--- config.mk ---
export PLATFORM = sky130hd
export DESIGN_NAME = sm_switch_matrix
export DESIGN_NICKNAME = d
export VERILOG_FILES = /design/src/rtl/sm_pkg.sv /design/src/rtl/sm_cfg_chain.sv /design/src/rtl/sm_route.sv /design/src/rtl/sm_switch_matrix.sv
export SDC_FILE = /design/constraint.sdc
export NUM_CORES = 1
export LEC_CHECK = 0
export BUFFER_PORTS_ARGS = -buffer_cell sky130_fd_sc_hd__buf_2
export CAP_MARGIN = 20
export CELL_PAD_IN_SITES_DETAIL_PLACEMENT = 1
export CELL_PAD_IN_SITES_GLOBAL_PLACEMENT = 2
export CORE_AREA = 2 2 39 41
export CTS_CLUSTER_DIAMETER = 60
export DETAILED_ROUTE_END_ITERATION = 16
export DIE_AREA = 0 0 41 43
export PLACE_DENSITY = 0.49
export SYNTH_ARGS = -nofsm -noshare
export SYNTH_HDL_FRONTEND = slang
export SYNTH_HIERARCHICAL = 1
export SYNTH_SLANG_ARGS = --single-unit
--- constraint.sdc ---
create_clock -name cfgClk -period 1.35 [get_ports cfgClk]
set_clock_uncertainty 0.15 [all_clocks]
set_input_delay 0.0675 -clock cfgClk [delete_from_list [all_inputs] [get_ports cfgClk]]
set_output_delay 0.0675 -clock cfgClk [all_outputs]
set_load 0.01 [all_outputs]
--- src/rtl/sm_pkg.sv ---
package sm_pkg;
  // Strobes from the top-level scan port into the configuration store
  typedef struct packed {
    logic shift;
    logic bitIn;
  } scanStrobe_t;
endpackage

--- src/rtl/sm_cfg_chain.sv ---
module sm_cfg_chain #(
  parameter int CFG_BITS = 4
) (
  input  logic                    cfgClk,
  input  logic                    rstN,
  input  sm_pkg::scanStrobe_t     strobe,
  output logic [CFG_BITS-1:0]     cfgBits,
  output logic                    cfgOut
);

  always_ff @(posedge cfgClk or negedge rstN) begin
    if (!rstN)
      cfgBits <= '0;
    else if (strobe.shift)
      cfgBits <= {strobe.bitIn, cfgBits[CFG_BITS-1:1]};
  end

  assign cfgOut = cfgBits[0];

  // configuration is clear whenever reset is held
  a_r2_clear_in_reset: assert property (@(posedge cfgClk)
    !rstN |-> (cfgBits == '0));

  // no shift strobe, no configuration change
  a_r4_hold_when_idle: assert property (@(posedge cfgClk) disable iff (!rstN)
    !strobe.shift |=> $stable(cfgBits));

  // serial input lands at the head of the chain
  a_r3_head_enters: assert property (@(posedge cfgClk) disable iff (!rstN)
    strobe.shift |=> (cfgBits[CFG_BITS-1] == $past(strobe.bitIn)));

  // the serial output advances by one place per shift
  a_r7_scan_advances: assert property (@(posedge cfgClk) disable iff (!rstN)
    strobe.shift |=> (cfgOut == $past(cfgBits[1])));

endmodule

--- src/rtl/sm_route.sv ---
module sm_route #(
  parameter int NUM_IN  = 4,
  parameter int NUM_OUT = 2,
  localparam int SEL_W  = $clog2(NUM_IN)
) (
  input  logic [NUM_IN-1:0]        routeIn,
  input  logic [NUM_OUT*SEL_W-1:0] selBus,
  output logic [NUM_OUT-1:0]       routeOut
);

  for (genvar k = 0; k < NUM_OUT; k++) begin : g_outMux
    logic [SEL_W-1:0] selK;
    assign selK        = selBus[k*SEL_W +: SEL_W];
    assign routeOut[k] = routeIn[selK];
  end

endmodule

--- src/rtl/sm_switch_matrix.sv ---
module sm_switch_matrix #(
  parameter int NUM_IN  = 4,
  parameter int NUM_OUT = 2,
  localparam int SEL_W    = $clog2(NUM_IN),
  localparam int CFG_BITS = NUM_OUT * SEL_W
) (
  input  logic               cfgClk,
  input  logic               rstN,
  input  logic               shiftEn,
  input  logic               cfgIn,
  output logic               cfgOut,
  input  logic [NUM_IN-1:0]  routeIn,
  output logic [NUM_OUT-1:0] routeOut
);

  sm_pkg::scanStrobe_t scanStrobe;
  logic [CFG_BITS-1:0] selBus;

  assign scanStrobe.shift = shiftEn;
  assign scanStrobe.bitIn = cfgIn;

  sm_cfg_chain #(.CFG_BITS(CFG_BITS)) u_chain (
    .cfgClk  (cfgClk),
    .rstN    (rstN),
    .strobe  (scanStrobe),
    .cfgBits (selBus),
    .cfgOut  (cfgOut)
  );

  sm_route #(.NUM_IN(NUM_IN), .NUM_OUT(NUM_OUT)) u_route (
    .routeIn  (routeIn),
    .selBus   (selBus),
    .routeOut (routeOut)
  );

  // outputs sharing a select carry the same wire
  a_r6_shared_source: assert property (@(posedge cfgClk) disable iff (!rstN)
    (selBus[SEL_W-1:0] == selBus[2*SEL_W-1:SEL_W]) |-> (routeOut[0] == routeOut[1]));

endmodule

* After elaboration in Yosys (flattened, before gate mapping)
Index checks and enable logic that the tools add are counted.
Operators by class: $lt $le $gt $ge 2, muxes and demuxes 4
Operator list (count):
- $lt 2x3->1 const B | 2
- $bmux 1 s2 | 2
- $mux 1 | 2
Storage, ports and cells: register bits 4, output and inout bits 3

* Depth between registers and ports, before layout
Gate-level depths: netlist of the first run.
depth after elaboration 2, depth in mapped cells 2

* Cells and area by module
Netlist of the first run, hierarchy kept.
By module, submodules not included:
- sm_cfg_chain | instances 1, cells an instance 9, area each 152.6 µm², sequential area each 100.1 µm²
- sm_route | instances 1, cells an instance 2, area each 45.0 µm², sequential area each 0.0 µm²

* Least setup slack after synthesis of the first run
No wires, ideal clock.
kind reg-to-output, from reg u_chain.cfgBits[0], to out routeOut[0], data arrival time 1.024 ns, setup slack 0.108 ns, cell stages (with the launch flop) 3, path buffers 1, path through dfrtp_1 -> buf_4 -> mux4_2
On the way: word-level cells in the longest chain between the ends 2
RTL lines:
- start: declaration | RTL line sm_cfg_chain.sv:7 | output logic [CFG_BITS-1:0] cfgBits,
- start signal: assignment | RTL line sm_cfg_chain.sv:15 | cfgBits <= {strobe.bitIn, cfgBits[CFG_BITS-1:1]};
- $bmux 1 s2 | RTL line sm_route.sv:14 | assign routeOut[k] = routeIn[selK];
- $mux 1 (not written as such) | RTL line sm_route.sv:14
- end: declaration | RTL line sm_switch_matrix.sv:13 | output logic [NUM_OUT-1:0] routeOut
Every way passes these cells. The select of a mux whose other input is x is not followed.

* Final worst setup path of the first run
Ends and elaborated chain as after synthesis.

==> results of run 1 <==
timing repair:
action / CTS / global route
hold buffers: 3 / 0
hold endpoints to repair: 8 / 0
setup buffers: 2 / 0
endpoints found under the setup margin: 2 / 2
per-layer routing:
| metal | wire length (um) | vias up | global-route usage |
|---|---|---|---|
| li1 | - | 78 | - |
| met1 | 168 | 76 | 0.0592 |
| met2 | 244 | 10 | 0.106 |
| met3 | 50 | 4 | 0.0209 |
| met4 | 25 | 0 | 0.120 |
| met5 | 0 | - | 0 |
final timing paths:
check / from / endpoint / slack [ns] / cells after the start
worst max-delay path: u_chain/cfgBits[0] / routeOut[0] / -0.11 / 2
worst min-delay path: rstN / u_chain/cfgBits[0] / 0.04 / 2
worst max register to register: u_chain/cfgBits[2] / u_chain/cfgBits[1] / 0.30 / 2
worst min register to register: u_chain/cfgBits[3] / u_chain/cfgBits[2] / 0.39 / 1
max in group asynchronous: rstN / u_chain/cfgBits[3] / 0.89 / 2
min in group cfgClk: u_chain/cfgBits[3] / u_chain/cfgBits[2] / 0.39 / 1
cells by family (layout without fill, tap and decap cells):
logic type / count (synthesis) / in the layout / synth area share
flip-flops: 4 / 4 / 0.506
multiplexers: 6 / 6 / 0.456
buffers and inverters: 1 / 18 / 0.0380
area by class of cell:
type,count,area (sq um),share of cell area
repair buffers,15,95.1,0.290
clock buffers,3,22.5,0.0687
multi-input cells,6,90.1,0.275
flip-flops and latches,4,100,0.305
well taps,16,20.0,0.0611
worst max-delay path, cell delays in order, from the launching register on:
cell,delay [ns]
dfrtp_1,0.36
mux4_2,0.49
buf_2,0.15
per-stage QoR:
step / utilization / TNS [ns] / hold WS, ns
floorplan: - / 0 / -0.378
global placement: 0.188 / 0 / -0.277
detailed placement: 0.188 / 0 / -0.273
CTS: 0.237 / -0.238 / 0.0163
global route: 0.237 / -0.273 / 0.0567
finish: 0.237 / -0.210 / 0.0426
cell usage in the layout, fill, tap and decap left out:
cell type / count
clkbuf_4: 3
dlygate4sd3_1: 3
buf_2: 10
mux2_2: 4
dfrtp_1: 4
buf_4: 2
mux4_2: 2
power by group through the flow:
stage                     sequential, uW  clock (uW)  combinational (uW)
after global placement               162           0                91.5
after global routing                 161         163                 127
after detailed placement             163           0                94.4
final                                159         147                 119
after floorplan                      160           0                64.7
after CTS                            159         159                 120
==> reports/qor.yml, run 1 <==
yosys:
  avgSynthCellArea_sq_um: 18.0
  ys_top_cells_by_count: "4 x dfrtp_1, 4 x mux2_2, 2 x mux4_2, 1 x buf_4"
  seq_area_frac_synth: 0.506
  synth_flop_cell: "dfrtp_1"
  synthArstFlopShare: 1.00
  yosys-top-cells-area: "dfrtp_1 51%, mux2_2 23%, mux4_2 23%"
  ys_types: 4
  synth-seq-cells: 4
  yosysTopAreaCellShare: 0.506
  synth_area_leader_cell: "dfrtp_1"
  synth-edff-count: 0
  synth_area_sq_um: 198
  ys.warnings.count: 6
  syn-num-nets: 19
  synth_cells: 11
job:
  maxCapViolations: 0
global_routing:
  grt_antenna_before_repair: 0
  globalRoute.totalOverflow: 0
  grt_pass1_wl_um: 765
  grt_usage: 0.0748
  grt_start_max_net_pins: 5
  grt_pass1_vias: 197
place:
  placed_cells: 36
  placed_cell_area_sq_um: 260
  port_buffers: 10
  dp_slack_ns: 0.112
  place.gp.congestion: 0.568
pwr:
  clkPwrFrac: 0.347
  power.density_mw_per_mm2: 1300
  vdd_ir_drop_max_v: 0.000364
  combPwrFrac: 0.280
  p_seq_frac: 0.374
  p_sw_frac: 0.247
  p_int_uw: 320
  leakagePower_uw: 0.000151
  total_power_uw: 425
  p_sw_uw: 105
sta:
  period_needed_ns: 1.46
  setup_viol: 2
  worst_slack_ns: -0.108
  worst_pin_slew_ns: 0.106
  slew-limit-headroom: 0.929
  max_freq_ghz: 0.686
  rsz0062_at_grt: "true"
  slew_violations: 0
  fin_crit_sh: 1.08
  hold_violations: 0
clock_network:
  root_buffer: "clkbuf_4"
  h-tree-depth: 1
  cts_tree: "built"
  clock-sinks: 4
  numCtsBuffers: 3
  clock_latency_ns: 0.23
  post_cts_resized: 0
  cts.path.max_buffers: 2
  path_clk_slew_ns: 0.04
critical_path:
  crit_required_ns: 1.13
  crit_type: "flop to output port"
  cp_max_fo: 2
  start_kind: "flop"
  cp-end-kind: "output port"
  critPathArrivalTime_ns: 1.24
final_layout:
  antenna_cells: 0
  final_area_sq_um: 328
  top_register: "u_chain/cfgBits"
  syn2layout_area_growth_pct: 65.8
  largest_reg_flops: 4
  largestRegisters: "u_chain/cfgBits: 4 flops"
  drive_above_1_share: 0.750
  fillers: 166
  stdcell_count: 44
  layout.nets: 38
drt:
  detail-route-antenna-nets: 0
  drtIter0Drc: 0
  routed_wl_um: 488
  vias: 168
  drc_errors: 0
  wl_per_cell_um: 11.1
  first_pass_iters: 1
  vias_per_cell: 3.82
status:
  violations: "setup timing"
  status: "finished, violations left"
hold_path:
  hold_class: "primary input to async pin"
floorplanning:
  floorplan.initialDensity: 0.143
  die_area_sq_mm: 0.00176
  die_h_um: 43
  die_w_um: 41
  io_pins: 11
  core_area_sq_mm: 0.00138
  num_rows: 14
Power figures use the tool's default switching activity.
==> run 2: changes to the inputs <==
CELL_PAD_IN_SITES_DETAIL_PLACEMENT = 0   (was 1)
CELL_PAD_IN_SITES_GLOBAL_PLACEMENT = 1   (was 2)
PLACE_DENSITY = 0.43   (was 0.49)
==> run 2 against run 1 <==
The flow still finishes with violations (setup timing). Non-clock buffer count unchanged. Utilization stayed put. Critical path depth unchanged. First-iteration DRC count stayed put. Sequential power is essentially flat. Global-route usage down 1.2 points. Critical path type unchanged.
==> reports/qor.yml, run 2 (same netlist as run 1, synthesis figures left out) <==
floorplanning:
  floorplan.initialDensity: 0.143  # unchanged
  die_h_um: 43  # unchanged
  core_area_sq_mm: 0.00138  # unchanged
  die_w_um: 41  # unchanged
  num_rows: 14  # unchanged
  io_pins: 11  # unchanged
  die_area_sq_mm: 0.00176  # unchanged
critical_path:
  path_cells: "mux4_2 -> buf_2"  # unchanged
  crit_type: "flop to output port"  # unchanged
  slowest_delay_ns: 0.49  # about the same
  cp_max_fo: 2  # unchanged
  critPathBufInv: 1  # unchanged
  start_kind: "flop"  # unchanged
  path_delay_family: "multiplexers"  # unchanged
  critPathArrivalTime_ns: 1.23  # was 1.24 ns
  cp-end-kind: "output port"  # unchanged
  crit_path_top_delay_cell: "mux4_2"  # unchanged
  crit_required_ns: 1.13  # about the same
sta:
  worst_pin_slew_ns: 0.123  # was 0.106 ns
  period_needed_ns: 1.45  # was 1.46 ns
  max_freq_ghz: 0.690  # was 0.686 GHz
  hold_violations: 0  # unchanged
  fin_crit_sh: 1.07  # was 1.08
  slew_violations: 0  # unchanged
  slew-limit-headroom: 0.918  # was 0.929
  setup_viol: 2  # unchanged
  fin_hold_ws_ns: 0.0179  # was 0.0426 ns
  worst_slack_ns: -0.0998  # was -0.108 ns
  rsz0062_at_grt: "true"  # unchanged
drt:
  drtIter0Drc: 0  # unchanged
  first_pass_iters: 1  # unchanged
  drc_errors: 0  # unchanged
  detail-route-antenna-nets: 0  # unchanged
  vias: 157  # was 168
  wl_per_cell_um: 9.64  # was 11.1 um
  vias_per_cell: 3.57  # was 3.82
  routed_wl_um: 424  # was 488 um
final_layout:
  antenna_cells: 0  # unchanged
  register_area_sq_um: 100  # unchanged
  most-common-layout-cells: "10 x buf_2, 4 x mux2_2, 4 x dfrtp_1"  # unchanged
  final_common_cell: "buf_2"  # unchanged
  top_register: "u_chain/cfgBits"  # unchanged
  final_util: 0.237  # unchanged
  syn2layout_area_growth_pct: 65.8  # unchanged
  multi_input_area_sq_um: 90.1  # unchanged
  final_area_sq_um: 328  # unchanged
  fillers: 150  # was 166
  drive_above_1_share: 0.750  # unchanged
  largestRegisters: "u_chain/cfgBits: 4 flops"  # unchanged
  largest_reg_flops: 4  # unchanged
  layout.nets: 38  # unchanged
clock_network:
  cts_tree: "built"  # unchanged
  path_clk_slew_ns: 0.04  # about the same
  cts.path.max_buffers: 2  # unchanged
  clock-sinks: 4  # unchanged
  numCtsBuffers: 3  # unchanged
  h-tree-depth: 1  # unchanged
  post_cts_resized: 0  # unchanged
  clock_latency_ns: 0.23  # about the same
  root_buffer: "clkbuf_4"  # unchanged
global_routing:
  grt_usage: 0.0627  # was 0.0748
  globalRoute.totalOverflow: 0  # unchanged
  grt_antenna_before_repair: 0  # unchanged
  grt_start_max_net_pins: 5  # unchanged
  grt_pass1_vias: 179  # was 197
  grt_pass1_wl_um: 655  # was 765 um
pwr:
  vdd_ir_drop_max_v: 0.000420  # was 0.000364 V
  leakagePower_uw: 0.000151  # unchanged
  power.density_mw_per_mm2: 1290  # was 1300 mW/mm^2
place:
  port_buffers: 10  # unchanged
  dp_slack_ns: 0.116  # was 0.112 ns
  place.gp.congestion: 0.548  # was 0.568
  placed_cell_area_sq_um: 260  # unchanged
job:
  maxCapViolations: 0  # unchanged
hold_path:
  hold_class: "primary input to async pin"  # unchanged
status:
  status: "finished, violations left"  # unchanged
  violations: "setup timing"  # unchanged
-- run 2: path summary, 6_finish.rpt --
path | endpoint | slack, ns | cells after the start | startpoint
min reg2reg | u_chain/cfgBits[2] | 0.41 | 1 | u_chain/cfgBits[3]
max reg2reg | u_chain/cfgBits[1] | 0.30 | 2 | u_chain/cfgBits[2]
max in group asynchronous | u_chain/cfgBits[0] | 0.91 | 2 | rstN
min | u_chain/cfgBits[2] | 0.02 | 2 | rstN
max | routeOut[1] | -0.1 | 2 | u_chain/cfgBits[2]
min in group cfgClk | routeOut[0] | 0.40 | 3 | routeIn[0]
-- run 2: layout make-up --
class / instances / area share
repair buffers: 15 / 0.290
multi-input cells: 6 / 0.275
well taps: 16 / 0.0611
clock buffers: 3 / 0.0687
flip-flops and latches: 4 / 0.305
-- run 2: stage by stage --
step,instances,setup TNS (ns),total power (uW)
after global routing,44,-0.274,449
after global placement,36,0,253
after floorplan,11,0,224
after detailed placement,36,0,257
final,44,-0.192,424
after CTS,44,-0.231,436
-- run 2: layer usage --
metal / GRT usage / part of all wire / up-vias
met5: 0 / 0 / -
met4: 0.100 / 0 / 0
met3: 0.0157 / 0.12 / 0
met2: 0.0813 / 0.45 / 8
met1: 0.0592 / 0.42 / 73
li1: - / - / 76
-- run 2: power breakdown --
group          internal, uW  leakage [uW]  switching [uW]
Clock                  99.4     0.0000138            48.1
Combinational          78.6     0.0000902            38.3
Sequential              142     0.0000470            17.7
Total                   320      0.000151             104
-- run 2: repair_timing --
item	4_1_cts	5_1_grt
endpoints found under the setup margin	2	2
gates cloned	0	0
endpoints found under the hold margin	8	0
pin swaps	0	0
hold buffers	3	0
setup buffers	2	0
